$ cat config.mk
export PLATFORM = sky130hd
export DESIGN_NAME = adc_frame_engine
export DESIGN_NICKNAME = d
export VERILOG_FILES = /design/src/rtl/adcfe_pkg.sv /design/src/rtl/adcfe_sync.sv /design/src/rtl/adcfe_ctrl.sv /design/src/rtl/adcfe_dp.sv /design/src/rtl/adc_frame_engine.sv
export SDC_FILE = /design/constraint.sdc
export NUM_CORES = 1
export LEC_CHECK = 0
export ABC_CLOCK_PERIOD_IN_PS = 5900
export BUFFER_PORTS_ARGS = -buffer_cell sky130_fd_sc_hd__buf_2
export CAP_MARGIN = 10
export CORE_MARGIN = 2
export CORE_UTILIZATION = 35
export CTS_CLUSTER_DIAMETER = 30
export CTS_CLUSTER_SIZE = 14
export DETAILED_ROUTE_END_ITERATION = 8
export PLACE_DENSITY = 0.59
export SLEW_MARGIN = 20
export SYNTH_ARGS = -nofsm -noshare
export SYNTH_HDL_FRONTEND = slang
export SYNTH_SLANG_ARGS = --single-unit
$ cat constraint.sdc
create_clock -name clk -period 5.9 [get_ports clk]
set_clock_uncertainty 0.1 [all_clocks]
set_input_delay 0.295 -clock clk [delete_from_list [all_inputs] [get_ports clk]]
set_output_delay 0.295 -clock clk [all_outputs]
set_load 0.02 [all_outputs]
$ cat src/rtl/adcfe_pkg.sv
package adcfe_pkg;

  localparam int FRAME_BITS = 32;
  localparam int ADDR_W     = 5;
  localparam int A0_EDGE    = 8;

  typedef enum logic [1:0] {
    ST_CONV,
    ST_SLEEP,
    ST_TEST,
    ST_DATA
  } fsmState_t;

  typedef struct packed {
    logic loadWord;
    logic startConv;
    logic sampleIn;
    logic shiftOut;
    logic commitAddr;
  } dpStrobe_t;

endpackage

$ cat src/rtl/adcfe_sync.sv
module adcfe_sync #(
  parameter int W = 2,
  parameter logic [W-1:0] RST_VAL = '0
) (
  input  logic         clk,
  input  logic         rstN,
  input  logic [W-1:0] asyncIn,
  output logic [W-1:0] syncOut
);

  for (genvar i = 0; i < W; i++) begin : g_bit
    logic stage1;
    logic stage2;
    always_ff @(posedge clk or negedge rstN) begin
      if (!rstN) begin
        stage1 <= RST_VAL[i];
        stage2 <= RST_VAL[i];
      end else begin
        stage1 <= asyncIn[i];
        stage2 <= stage1;
      end
    end
    assign syncOut[i] = stage2;
  end

endmodule

$ cat src/rtl/adcfe_ctrl.sv
module adcfe_ctrl
  import adcfe_pkg::*;
#(
  parameter int HALF_CYC = 4,
  parameter int TEST_CYC = 10,
  parameter int CONV_CYC = 200
) (
  input  logic      clk,
  input  logic      rstN,
  input  logic      csSync,
  output logic      sckOut,
  output logic      eocN,
  output logic      inFrame,
  output dpStrobe_t stb
);

  localparam int HW = $clog2(HALF_CYC + 1);
  localparam int TW = $clog2(TEST_CYC + 1);
  localparam int CW = $clog2(CONV_CYC + 1);
  localparam int BW = $clog2(FRAME_BITS + 1);

  fsmState_t      state, nState;
  logic           sck, nSck;
  logic [HW-1:0]  halfCnt, nHalf;
  logic [TW-1:0]  testCnt, nTest;
  logic [CW-1:0]  convCnt, nConv;
  logic [BW-1:0]  bitCnt, nBit;

  always_comb begin
    nState = state;
    nSck   = sck;
    nHalf  = halfCnt;
    nTest  = testCnt;
    nConv  = convCnt;
    nBit   = bitCnt;
    stb    = '0;
    case (state)
      ST_CONV: begin
        if (convCnt == CW'(CONV_CYC - 1)) begin
          stb.loadWord = 1'b1;
          nConv = '0;
          if (csSync) begin
            nState = ST_SLEEP;
          end else begin
            nState = ST_TEST;
            nSck   = 1'b0;
            nTest  = '0;
          end
        end else begin
          nConv = convCnt + 1'b1;
        end
      end
      ST_SLEEP: begin
        if (!csSync) begin
          nState = ST_TEST;
          nSck   = 1'b0;
          nTest  = '0;
        end
      end
      ST_TEST: begin
        if (csSync) begin
          nState = ST_SLEEP;
          nSck   = 1'b1;
        end else if (testCnt == TW'(TEST_CYC - 1)) begin
          nState       = ST_DATA;
          nSck         = 1'b1;
          nHalf        = '0;
          nBit         = BW'(1);
          stb.sampleIn = 1'b1;
        end else begin
          nTest = testCnt + 1'b1;
        end
      end
      default: begin
        if (csSync) begin
          nState        = ST_CONV;
          nSck          = 1'b1;
          nConv         = '0;
          stb.startConv = 1'b1;
        end else if (halfCnt == HW'(HALF_CYC - 1)) begin
          nHalf = '0;
          if (sck) begin
            if (bitCnt == BW'(FRAME_BITS)) begin
              nState        = ST_CONV;
              nConv         = '0;
              stb.startConv = 1'b1;
            end else begin
              nSck         = 1'b0;
              stb.shiftOut = 1'b1;
            end
          end else begin
            nSck           = 1'b1;
            nBit           = bitCnt + 1'b1;
            stb.sampleIn   = 1'b1;
            stb.commitAddr = (bitCnt + 1'b1) == BW'(A0_EDGE);
          end
        end else begin
          nHalf = halfCnt + 1'b1;
        end
      end
    endcase
  end

  always_ff @(posedge clk or negedge rstN) begin
    if (!rstN) begin
      state   <= ST_CONV;
      sck     <= 1'b1;
      halfCnt <= '0;
      testCnt <= '0;
      convCnt <= '0;
      bitCnt  <= '0;
    end else begin
      state   <= nState;
      sck     <= nSck;
      halfCnt <= nHalf;
      testCnt <= nTest;
      convCnt <= nConv;
      bitCnt  <= nBit;
    end
  end

  assign sckOut  = sck;
  assign eocN    = (state == ST_CONV);
  assign inFrame = (state == ST_DATA);

  AST_ABORT_TO_CONV: assert property (@(posedge clk) disable iff (!rstN)
    (state == ST_DATA && csSync) |=> (state == ST_CONV && sck));

  AST_BIT_LIMIT: assert property (@(posedge clk) disable iff (!rstN)
    (state == ST_DATA) |-> (bitCnt >= BW'(1) && bitCnt <= BW'(FRAME_BITS)));

  AST_CS_HIGH_NO_FRAME: assert property (@(posedge clk) disable iff (!rstN)
    $past(csSync) |-> (state != ST_TEST && state != ST_DATA));

  AST_SAMPLE_ON_RISE: assert property (@(posedge clk) disable iff (!rstN)
    stb.sampleIn |=> $rose(sck));

endmodule

$ cat src/rtl/adcfe_dp.sv
module adcfe_dp
  import adcfe_pkg::*;
#(
  parameter int RES_W = 16
) (
  input  logic             clk,
  input  logic             rstN,
  input  dpStrobe_t        stb,
  input  logic             sdiSync,
  input  logic [RES_W-1:0] resultIn,
  input  logic             inFrame,
  input  logic             eocN,
  output logic             sdoBit
);

  localparam int ZW = FRAME_BITS - 4 - ADDR_W - RES_W;

  logic [ADDR_W-1:0]     storedAddr;
  logic [ADDR_W-1:0]     convAddr;
  logic [4:0]            inShift;
  logic [FRAME_BITS-1:0] outShift;
  logic [FRAME_BITS-1:0] packedWord;
  logic                  parityBit;

  assign parityBit  = ^{resultIn, convAddr};
  assign packedWord = {1'b0, 1'b0, ~resultIn[RES_W-1], resultIn, convAddr,
                       parityBit, {ZW{1'b0}}};

  always_ff @(posedge clk or negedge rstN) begin
    if (!rstN) begin
      storedAddr <= '0;
      convAddr   <= '0;
      inShift    <= '0;
      outShift   <= '0;
    end else begin
      if (stb.sampleIn) begin
        inShift <= {inShift[3:0], sdiSync};
      end
      if (stb.commitAddr && inShift[4]) begin
        storedAddr <= {inShift[3:0], sdiSync};
      end
      if (stb.startConv) begin
        convAddr <= storedAddr;
      end
      if (stb.loadWord) begin
        outShift <= packedWord;
      end else if (stb.shiftOut) begin
        outShift <= {outShift[FRAME_BITS-2:0], 1'b0};
      end
    end
  end

  assign sdoBit = inFrame ? outShift[FRAME_BITS-1] : eocN;

  AST_ADDR_HOLD: assert property (@(posedge clk) disable iff (!rstN)
    !stb.commitAddr |=> $stable(storedAddr));

  AST_WORD_HOLD: assert property (@(posedge clk) disable iff (!rstN)
    !(stb.loadWord || stb.shiftOut) |=> $stable(outShift));

  AST_FIELD_FIT: assert property (@(posedge clk) disable iff (!rstN)
    stb.loadWord |=> outShift[FRAME_BITS-1] == 1'b0);

endmodule

$ cat src/rtl/adc_frame_engine.sv
module adc_frame_engine
  import adcfe_pkg::*;
#(
  parameter int RES_W    = 16,
  parameter int HALF_CYC = 4,
  parameter int TEST_CYC = 10,
  parameter int CONV_CYC = 200
) (
  input  logic             clk,
  input  logic             rstN,
  input  logic             csN,
  input  logic             sdi,
  input  logic [RES_W-1:0] resultIn,
  output logic             sckOut,
  output logic             sdo,
  output logic             sdoOe
);

  logic [1:0] syncBus;
  logic       csSync;
  logic       sdiSync;
  logic       eocN;
  logic       inFrame;
  dpStrobe_t  stb;

  adcfe_sync #(.W(2), .RST_VAL(2'b10)) u_sync (
    .clk     (clk),
    .rstN    (rstN),
    .asyncIn ({csN, sdi}),
    .syncOut (syncBus)
  );

  assign csSync  = syncBus[1];
  assign sdiSync = syncBus[0];

  adcfe_ctrl #(
    .HALF_CYC (HALF_CYC),
    .TEST_CYC (TEST_CYC),
    .CONV_CYC (CONV_CYC)
  ) u_ctrl (
    .clk     (clk),
    .rstN    (rstN),
    .csSync  (csSync),
    .sckOut  (sckOut),
    .eocN    (eocN),
    .inFrame (inFrame),
    .stb     (stb)
  );

  adcfe_dp #(.RES_W(RES_W)) u_dp (
    .clk      (clk),
    .rstN     (rstN),
    .stb      (stb),
    .sdiSync  (sdiSync),
    .resultIn (resultIn),
    .inFrame  (inFrame),
    .eocN     (eocN),
    .sdoBit   (sdo)
  );

  assign sdoOe = ~csSync;

  AST_OE_OFF_IN_FRAME_END: assert property (@(posedge clk) disable iff (!rstN)
    (!sdoOe && !inFrame) |=> !inFrame);

endmodule

==> flow_metrics.env, run 1 <==
export IMPL_syn_cell_area_sq_um=3497
export IMPL_cts_inserted_buffers=9
export IMPL_dp_hpwl_um=4459
export IMPL_synth_edff_count=0
export IMPL_grt_pass1_wl_um=11430
export IMPL_arrival_ns=2.70
export IMPL_drc=0
export IMPL_antennaDiodeCount=0
export IMPL_worst_pin_slew_ns=0.8577
export IMPL_grt_max_degree=69
export IMPL_p_int_mw=0.6992
export IMPL_area_growth_synth_to_final_pct=13.38
export IMPL_synth_cell_type_count=53
export IMPL_fin_cells=496
export IMPL_vdd_drop_max_mv=0.08998
export IMPL_nets=389
export IMPL_syn_nets=361
export IMPL_fin_util_pct=40.75
export IMPL_power_frac_comb_pct=5.4
export IMPL_finalSetupTns_ns=0
export IMPL_gr_total_overflow=0
export IMPL_dr_total_vias=2443
export IMPL_startpoint_type="flop"
export IMPL_power_frac_seq_pct=52.3
export IMPL_routed_wl_um=6479
export IMPL_htreeDepth=3
export IMPL_cts_tree="yes"
export IMPL_num_rows=36
export IMPL_power_density_nw_per_um2=226.0
export IMPL_gp_congestion=0.8205
export IMPL_wire_per_inst_um=13.06
export IMPL_cts_max_path_buffers=2
export IMPL_grt_pass1_vias=2471
export IMPL_dp_cells=478
export IMPL_drv_cap=0
export IMPL_drt_vias_per_instance=4.925
export IMPL_worst_ep_required_time_ns=6.07
export IMPL_die_x_um=104.0
export IMPL_fmax_mhz=394.5
export IMPL_synth_area_per_cell_sq_um=10.60
export IMPL_core_area_sq_um=9729
export IMPL_ys_async_sr_fraction_pct=100.0
export IMPL_cp_max_fo=12
export IMPL_cts_sinks=68
export IMPL_min_period_over_period_pct=42.97
export IMPL_period_needed_ns=2.535
export IMPL_synth_seq_cells=68
export IMPL_switchingPower_mw=0.1970
export IMPL_finalSetupViolations=0
export IMPL_die_h_um=104.0
export IMPL_hold_violations=0
export IMPL_start_util_pct=35.94
export IMPL_port_buffers=22
export IMPL_dr_pass1_iters=4
export IMPL_seq_area_frac_synth_pct=48.77
export IMPL_hp_class="in -> async"
export IMPL_clkLatencyLatePin_ns=0.34
export IMPL_io_pins=23
export IMPL_outcome="finished, final reports clean"
export IMPL_initialDrtViolationCount=106
export IMPL_grtUsageTotal_pct=12.82
export IMPL_drive_above_1_share_pct=18.18
export IMPL_ant_nets=0
export IMPL_endpoint_kind="flop"
export IMPL_slew_viol_final=0
export IMPL_leakagePower_nw=1.627
export IMPL_antenna_found_initial=0
export IMPL_relSlewSlack_pct=42.44
export IMPL_swShare_pct=21.98
export IMPL_rsz0062_at_grt="no"
export IMPL_cts_resized_gates=0
export IMPL_ys_warn_count=0
export IMPL_postSynthCellCount=330
export IMPL_clkTransAtPathRegs_ns=0.08
export IMPL_worst_setup_path_type="reg -> reg"
export IMPL_power_frac_clock_pct=42.3
export IMPL_root_buffer="clkbuf_8"
export IMPL_synthFlopType="dfrtp_1"
export IMPL_die_area_sq_um=10810
worst paths after layout:
path	to	slack, ns	startpoint	cells after the start
max in group asynchronous	u_ctrl.halfCnt[2]	5.12	rstN	2
setup / recovery	u_ctrl.testCnt[3]	3.36	u_ctrl.convCnt[5]	5
hold / removal	u_dp.outShift[18]	0.03	rstN	2
setup reg to reg	u_ctrl.testCnt[3]	3.36	u_ctrl.convCnt[5]	5
min in group clk	u_dp.outShift[25]	0.09	resultIn[12]	3
hold reg to reg	u_sync.g_bit[0].stage2	0.25	u_sync.g_bit[0].stage1	0
registers in the layout (all words and copies together) (netlist names):
signal               count
u_dp.outShift           25
u_ctrl.convCnt           8
u_ctrl.bitCnt            6
u_dp.convAddr            5
u_dp.inShift             5
u_dp.storedAddr          5
u_ctrl.testCnt           4
u_ctrl.halfCnt           3
u_ctrl.state             2
u_sync.g_bit.stage1      2
u_sync.g_bit.stage2      2
u_ctrl.sckOut            1
through the flow:
| step | worst slack [ns] | power [mW] | hold slack [ns] | area (sq um) |
|---|---|---|---|---|
| 5_1_grt | 3.192 | 0.9389 | 0.08905 | 3965 |
| 2_1_floorplan | 3.652 | 0.5042 | -0.1006 | 3497 |
| 3_3_place_gp | 3.387 | 0.5259 | 0.2320 | 3745 |
| 4_1_cts | 3.257 | 0.9125 | 0.07293 | 3959 |
| 6_report | 3.365 | 0.8961 | 0.02766 | 3965 |
| 3_5_place_dp | 3.278 | 0.5264 | 0.2364 | 3745 |
what timing repair did:
item / CTS / global route
hold buffers: 2 / 0
endpoints found under the hold margin: 2 / 0
buffers inserted: 0 / 0
synth_stat cells, types with 2 or more instances:
cell type / number / area (sq um)
xor2_1: 5 / 43.79
dfrtp_1: 65 / 1627
buf_6: 2 / 22.52
mux2_2: 15 / 168.9
a32o_1: 2 / 20.02
or3_1: 2 / 12.51
nor3_1: 3 / 15.01
nand4_1: 5 / 31.28
buf_2: 3 / 15.01
o21a_1: 2 / 15.01
a31o_2: 2 / 17.52
xnor2_1: 17 / 148.9
nand2b_1: 4 / 25.02
nand2_1: 37 / 138.9
nand3_1: 8 / 40.04
o21ai_1: 18 / 90.09
ha_1: 11 / 137.6
nor2_1: 15 / 56.30
or4_1: 2 / 15.01
and3_1: 3 / 18.77
dfstp_2: 3 / 78.83
clkbuf_1: 4 / 15.01
inv_1: 13 / 48.80
o31ai_1: 3 / 22.52
mux2i_1: 25 / 250.2
nor2b_1: 2 / 12.51
o21ai_0: 29 / 145.1
a21oi_1: 5 / 25.02
critical path, stage by stage, from the launching register on:
cell	delay, ns
dfrtp_1	0.43
or3_1	0.43
o21ai_1	0.69
nand2_1	0.21
or4_1	0.51
o21ai_0	0.09
logic make-up after synthesis:
logic type | after synthesis | share of synthesized area, %
adders and majority gates | 11 | 3.936
and+or+nand+nor | 90 | 12.88
buffers and inverters | 24 | 3.112
xor gates and xnor gates | 23 | 6.154
DFF | 68 | 48.77
muxes | 41 | 12.31
AOI/OAI and AO/OA | 73 | 12.85
area by class of cell:
type,count,area [sq um]
fill,972,5764
sequential,68,1705
multi-input combinational,238,1694
tap,133,166.4
timing repair buffer,27,152.6
clock buffer,12,145.1
inverter,14,52.55
clock inverter,4,48.80
routing by layer:
layer,track usage [%],part of all wire [%]
met5,0,0
met3,2.569,2.4
met4,6.564,1.7
met1,16.55,49
met2,20.44,47
power groups by stage:
| stage | Combinational [mW] | Clock [mW] | Sequential, mW |
|---|---|---|---|
| after detailed placement | 0.0485 | 0 | 0.478 |
| final | 0.0482 | 0.379 | 0.469 |
| after global routing | 0.0536 | 0.416 | 0.469 |
| after floorplan | 0.0265 | 0 | 0.478 |
| after CTS | 0.0497 | 0.394 | 0.469 |
| after global placement | 0.0481 | 0 | 0.478 |
cells in the final DEF (no fill, tap or decap), types with 2 or more instances in the layout:
master | Yosys | layout
nand3_1 | 8 | 8
or3_1 | 2 | 2
o21ai_1 | 18 | 18
dfrtp_1 | 65 | 65
o31ai_1 | 3 | 3
nand4_1 | 5 | 5
inv_1 | 13 | 13
ha_1 | 11 | 11
a31o_2 | 2 | 2
or4_1 | 2 | 2
mux2_2 | 15 | 15
a21oi_1 | 5 | 5
mux2i_1 | 25 | 25
nor2b_1 | 2 | 2
nand2b_1 | 4 | 4
xnor2_1 | 17 | 17
nand2_1 | 37 | 37
buf_4 | 0 | 3
o21a_1 | 2 | 2
and3_1 | 3 | 3
clkbuf_8 | 0 | 10
dlygate4sd3_1 | 0 | 2
clkbuf_1 | 4 | 2
xor2_1 | 5 | 5
a32o_1 | 2 | 2
nor3_1 | 3 | 2
clkinv_2 | 0 | 2
buf_2 | 3 | 22
nor2_1 | 15 | 15
o21ai_0 | 29 | 29
dfstp_2 | 3 | 3
Note: power is estimated with default switching activity, not from simulation.
==> run 2: changes to the inputs <==
--- a/config.mk
+++ b/config.mk
@@ -5,7 +5,7 @@
 export SDC_FILE = /design/constraint.sdc
 export NUM_CORES = 1
 export LEC_CHECK = 0
-export ABC_CLOCK_PERIOD_IN_PS = 5900
+export ABC_CLOCK_PERIOD_IN_PS = 2300
 export BUFFER_PORTS_ARGS = -buffer_cell sky130_fd_sc_hd__buf_2
 export CAP_MARGIN = 10
 export CORE_MARGIN = 2
@@ -13,7 +13,7 @@
 export CTS_CLUSTER_DIAMETER = 30
 export CTS_CLUSTER_SIZE = 14
 export DETAILED_ROUTE_END_ITERATION = 8
-export PLACE_DENSITY = 0.59
+export PLACE_DENSITY = 0.61
 export SLEW_MARGIN = 20
 export SYNTH_ARGS = -nofsm -noshare
 export SYNTH_HDL_FRONTEND = slang
==> constraint.sdc (replaced) <==
create_clock -name clk -period 2.3 [get_ports clk]
set_clock_uncertainty 0.1 [all_clocks]
set_input_delay 0.115 -clock clk [delete_from_list [all_inputs] [get_ports clk]]
set_output_delay 0.115 -clock clk [all_outputs]
set_load 0.02 [all_outputs]
==> flow_metrics.env, run 2 (synthesis gave the netlist of run 1 again) <==
export IMPL_top_register="u_dp.outShift"
export IMPL_arrival_ns=2.33
export IMPL_power_density_nw_per_um2=590.9
export IMPL_clkLatencyLatePin_ns=0.34
export IMPL_cts_max_path_buffers=2
export IMPL_routed_wl_um=6693
export IMPL_die_x_um=104.0
export IMPL_grt_use_met2_pct=20.39
export IMPL_cp_slowest_stage_delay_ns=0.50
export IMPL_path_cells="inv_1 > ha_1 > or4_1 > a31o_2 > nand4_1 > mux2i_1 > o31ai_1"
export IMPL_dp_hpwl_um=4418
export IMPL_grt_max_degree=69
export IMPL_outcome="finished, final reports clean"
export IMPL_root_buffer="clkbuf_8"
export IMPL_num_rows=36
export IMPL_cts_inserted_buffers=9
export IMPL_gr_total_overflow=0
export IMPL_reg2regPathDepth=7
export IMPL_worst_ep_required_time_ns=2.42
export IMPL_finalInstanceArea_sq_um=4288
export IMPL_fmax_mhz=452.5
export IMPL_wire_per_inst_um=12.80
export IMPL_worst_setup_path_type="reg -> reg"
export IMPL_cp_max_fo=9
export IMPL_dr_total_vias=2558
export IMPL_gr_usage_met1_pct=19.22
export IMPL_drive_above_1_share_pct=19.49
export IMPL_drc=0
export IMPL_period_needed_ns=2.210
export IMPL_hp_class="in -> async"
export IMPL_finalSetupViolations=0
export IMPL_grt_pass1_vias=2526
export IMPL_hold_violations=0
export IMPL_initialDrtViolationCount=113
export IMPL_top_usage_layer="met2"
export IMPL_die_h_um=104.0
export IMPL_min_period_over_period_pct=96.09
export IMPL_endpoint_kind="flop"
export IMPL_dp_cells=487
export IMPL_r2r_end="u_ctrl.state[1]"
export IMPL_drt_vias_per_instance=4.891
export IMPL_drv_cap=0
export IMPL_cts_resized_gates=0
export IMPL_dr_pass1_iters=4
export IMPL_placed_area_sq_um=3850
export IMPL_startpoint_type="flop"
export IMPL_gp_congestion=0.8194
export IMPL_relSlewSlack_pct=68.69
export IMPL_rsz0062_at_grt="yes"
export IMPL_port_buffers=22
export IMPL_reg_top3="u_dp.outShift x25, u_ctrl.convCnt x8, u_ctrl.bitCnt x6"
export IMPL_mostFrequentLayoutCells="dfrtp_1 (65), nand2_1 (37), o21ai_0 (29)"
export IMPL_io_pins=23
export IMPL_r2r_start="u_ctrl.state[0]"
export IMPL_clkTransAtPathRegs_ns=0.08
export IMPL_reg2reg_slack_ns=0.09
export IMPL_ant_nets=0
export IMPL_grt_util_met3_pct=2.757
export IMPL_htreeDepth=3
export IMPL_fin_cells=523
export IMPL_grt_pass1_wl_um=12100
export IMPL_largest_reg_flops=25
export IMPL_cts_sinks=68
export IMPL_cts_tree="yes"
export IMPL_start_util_pct=35.94
export IMPL_layout_commonest_cell="dfrtp_1"
export IMPL_path_buf_inv=1
export IMPL_critical_path_slowest_cell="or4_1"
export IMPL_area_growth_synth_to_final_pct=22.61
export IMPL_antennaDiodeCount=0
export IMPL_die_area_sq_um=10810
export IMPL_hold_slack_ns=0.2173
export IMPL_core_area_sq_um=9729
export IMPL_antenna_found_initial=0
export IMPL_nets=416
export IMPL_grtUsageTotal_pct=13.60
export IMPL_cpLargestDelayFamily="simple AND/OR/NAND/NOR gates"
export IMPL_worst_pin_slew_ns=0.4687
export IMPL_slew_viol_final=0
export IMPL_leakagePower_nw=1.777
export IMPL_vdd_drop_max_mv=0.3266
-- run 2: timing repair --
action,in CTS,in global routing
hold buffers,19,0
hold endpoints to repair,86,0
setup endpoints to repair,0,15
buffers inserted,0,1
-- run 2: worst min-delay path, stage by stage --
cell and delay [ns]:
dlygate4sd3_1 0.52, buf_2 0.12, buf_12 0.31
-- run 2: worst max-delay path by stage --
| stage | to | startpoint | slack, ns | cells past startpoint |
|---|---|---|---|---|
| 2_1_floorplan | u_ctrl.state[1] | u_ctrl.state[0] | 0.05 | 8 |
| 3_3_place_gp | u_dp.convAddr[3] | u_ctrl.bitCnt[0] | 0.18 | 7 |
| 3_5_place_dp | u_ctrl.state[1] | u_ctrl.state[0] | 0.1 | 7 |
| 4_1_cts | u_ctrl.state[1] | u_ctrl.state[0] | 0.09 | 7 |
| 5_1_grt | u_ctrl.bitCnt[2] | u_ctrl.state[0] | -0.03 | 9 |
| 6_report | u_ctrl.state[1] | u_ctrl.state[0] | 0.09 | 7 |
-- run 2: final cells by class --
type | instances | area (sq um)
Clock inverter | 6 | 112.6
Fill cell | 926 | 5441
Sequential cell | 68 | 1705
Clock buffer | 10 | 127.6
Timing Repair Buffer | 54 | 435.4
Inverter | 14 | 52.55
Multi-Input combinational cell | 238 | 1688
Tap cell | 133 | 166.4
-- run 2: where the power goes --
part           switching (mW)  internal (mW)
sequential            0.00284           1.20
clock                   0.460          0.723
combinational          0.0636         0.0848
total                   0.526           2.01
-- run 2: per-stage QoR --
| step | setup TNS, ns | total power, mW | util, % | setup WS, ns |
|---|---|---|---|---|
| after floorplan | 0 | 1.293 | - | 0.05187 |
| after global placement | 0 | 1.352 | 39.57 | 0.1841 |
| after detailed placement | 0 | 1.353 | 39.57 | 0.09701 |
| after CTS | 0 | 2.565 | 43.99 | 0.08585 |
| after global routing | -0.1467 | 2.642 | 44.07 | -0.02892 |
| final | 0 | 2.534 | 44.07 | 0.08989 |
-- run 2: per-layer routing --
layer,vias to the layer above,part of all wire (%)
met5,-,0
met2,41,45
li1,1276,-
met1,1233,51
met4,0,1.7
met3,8,2.3
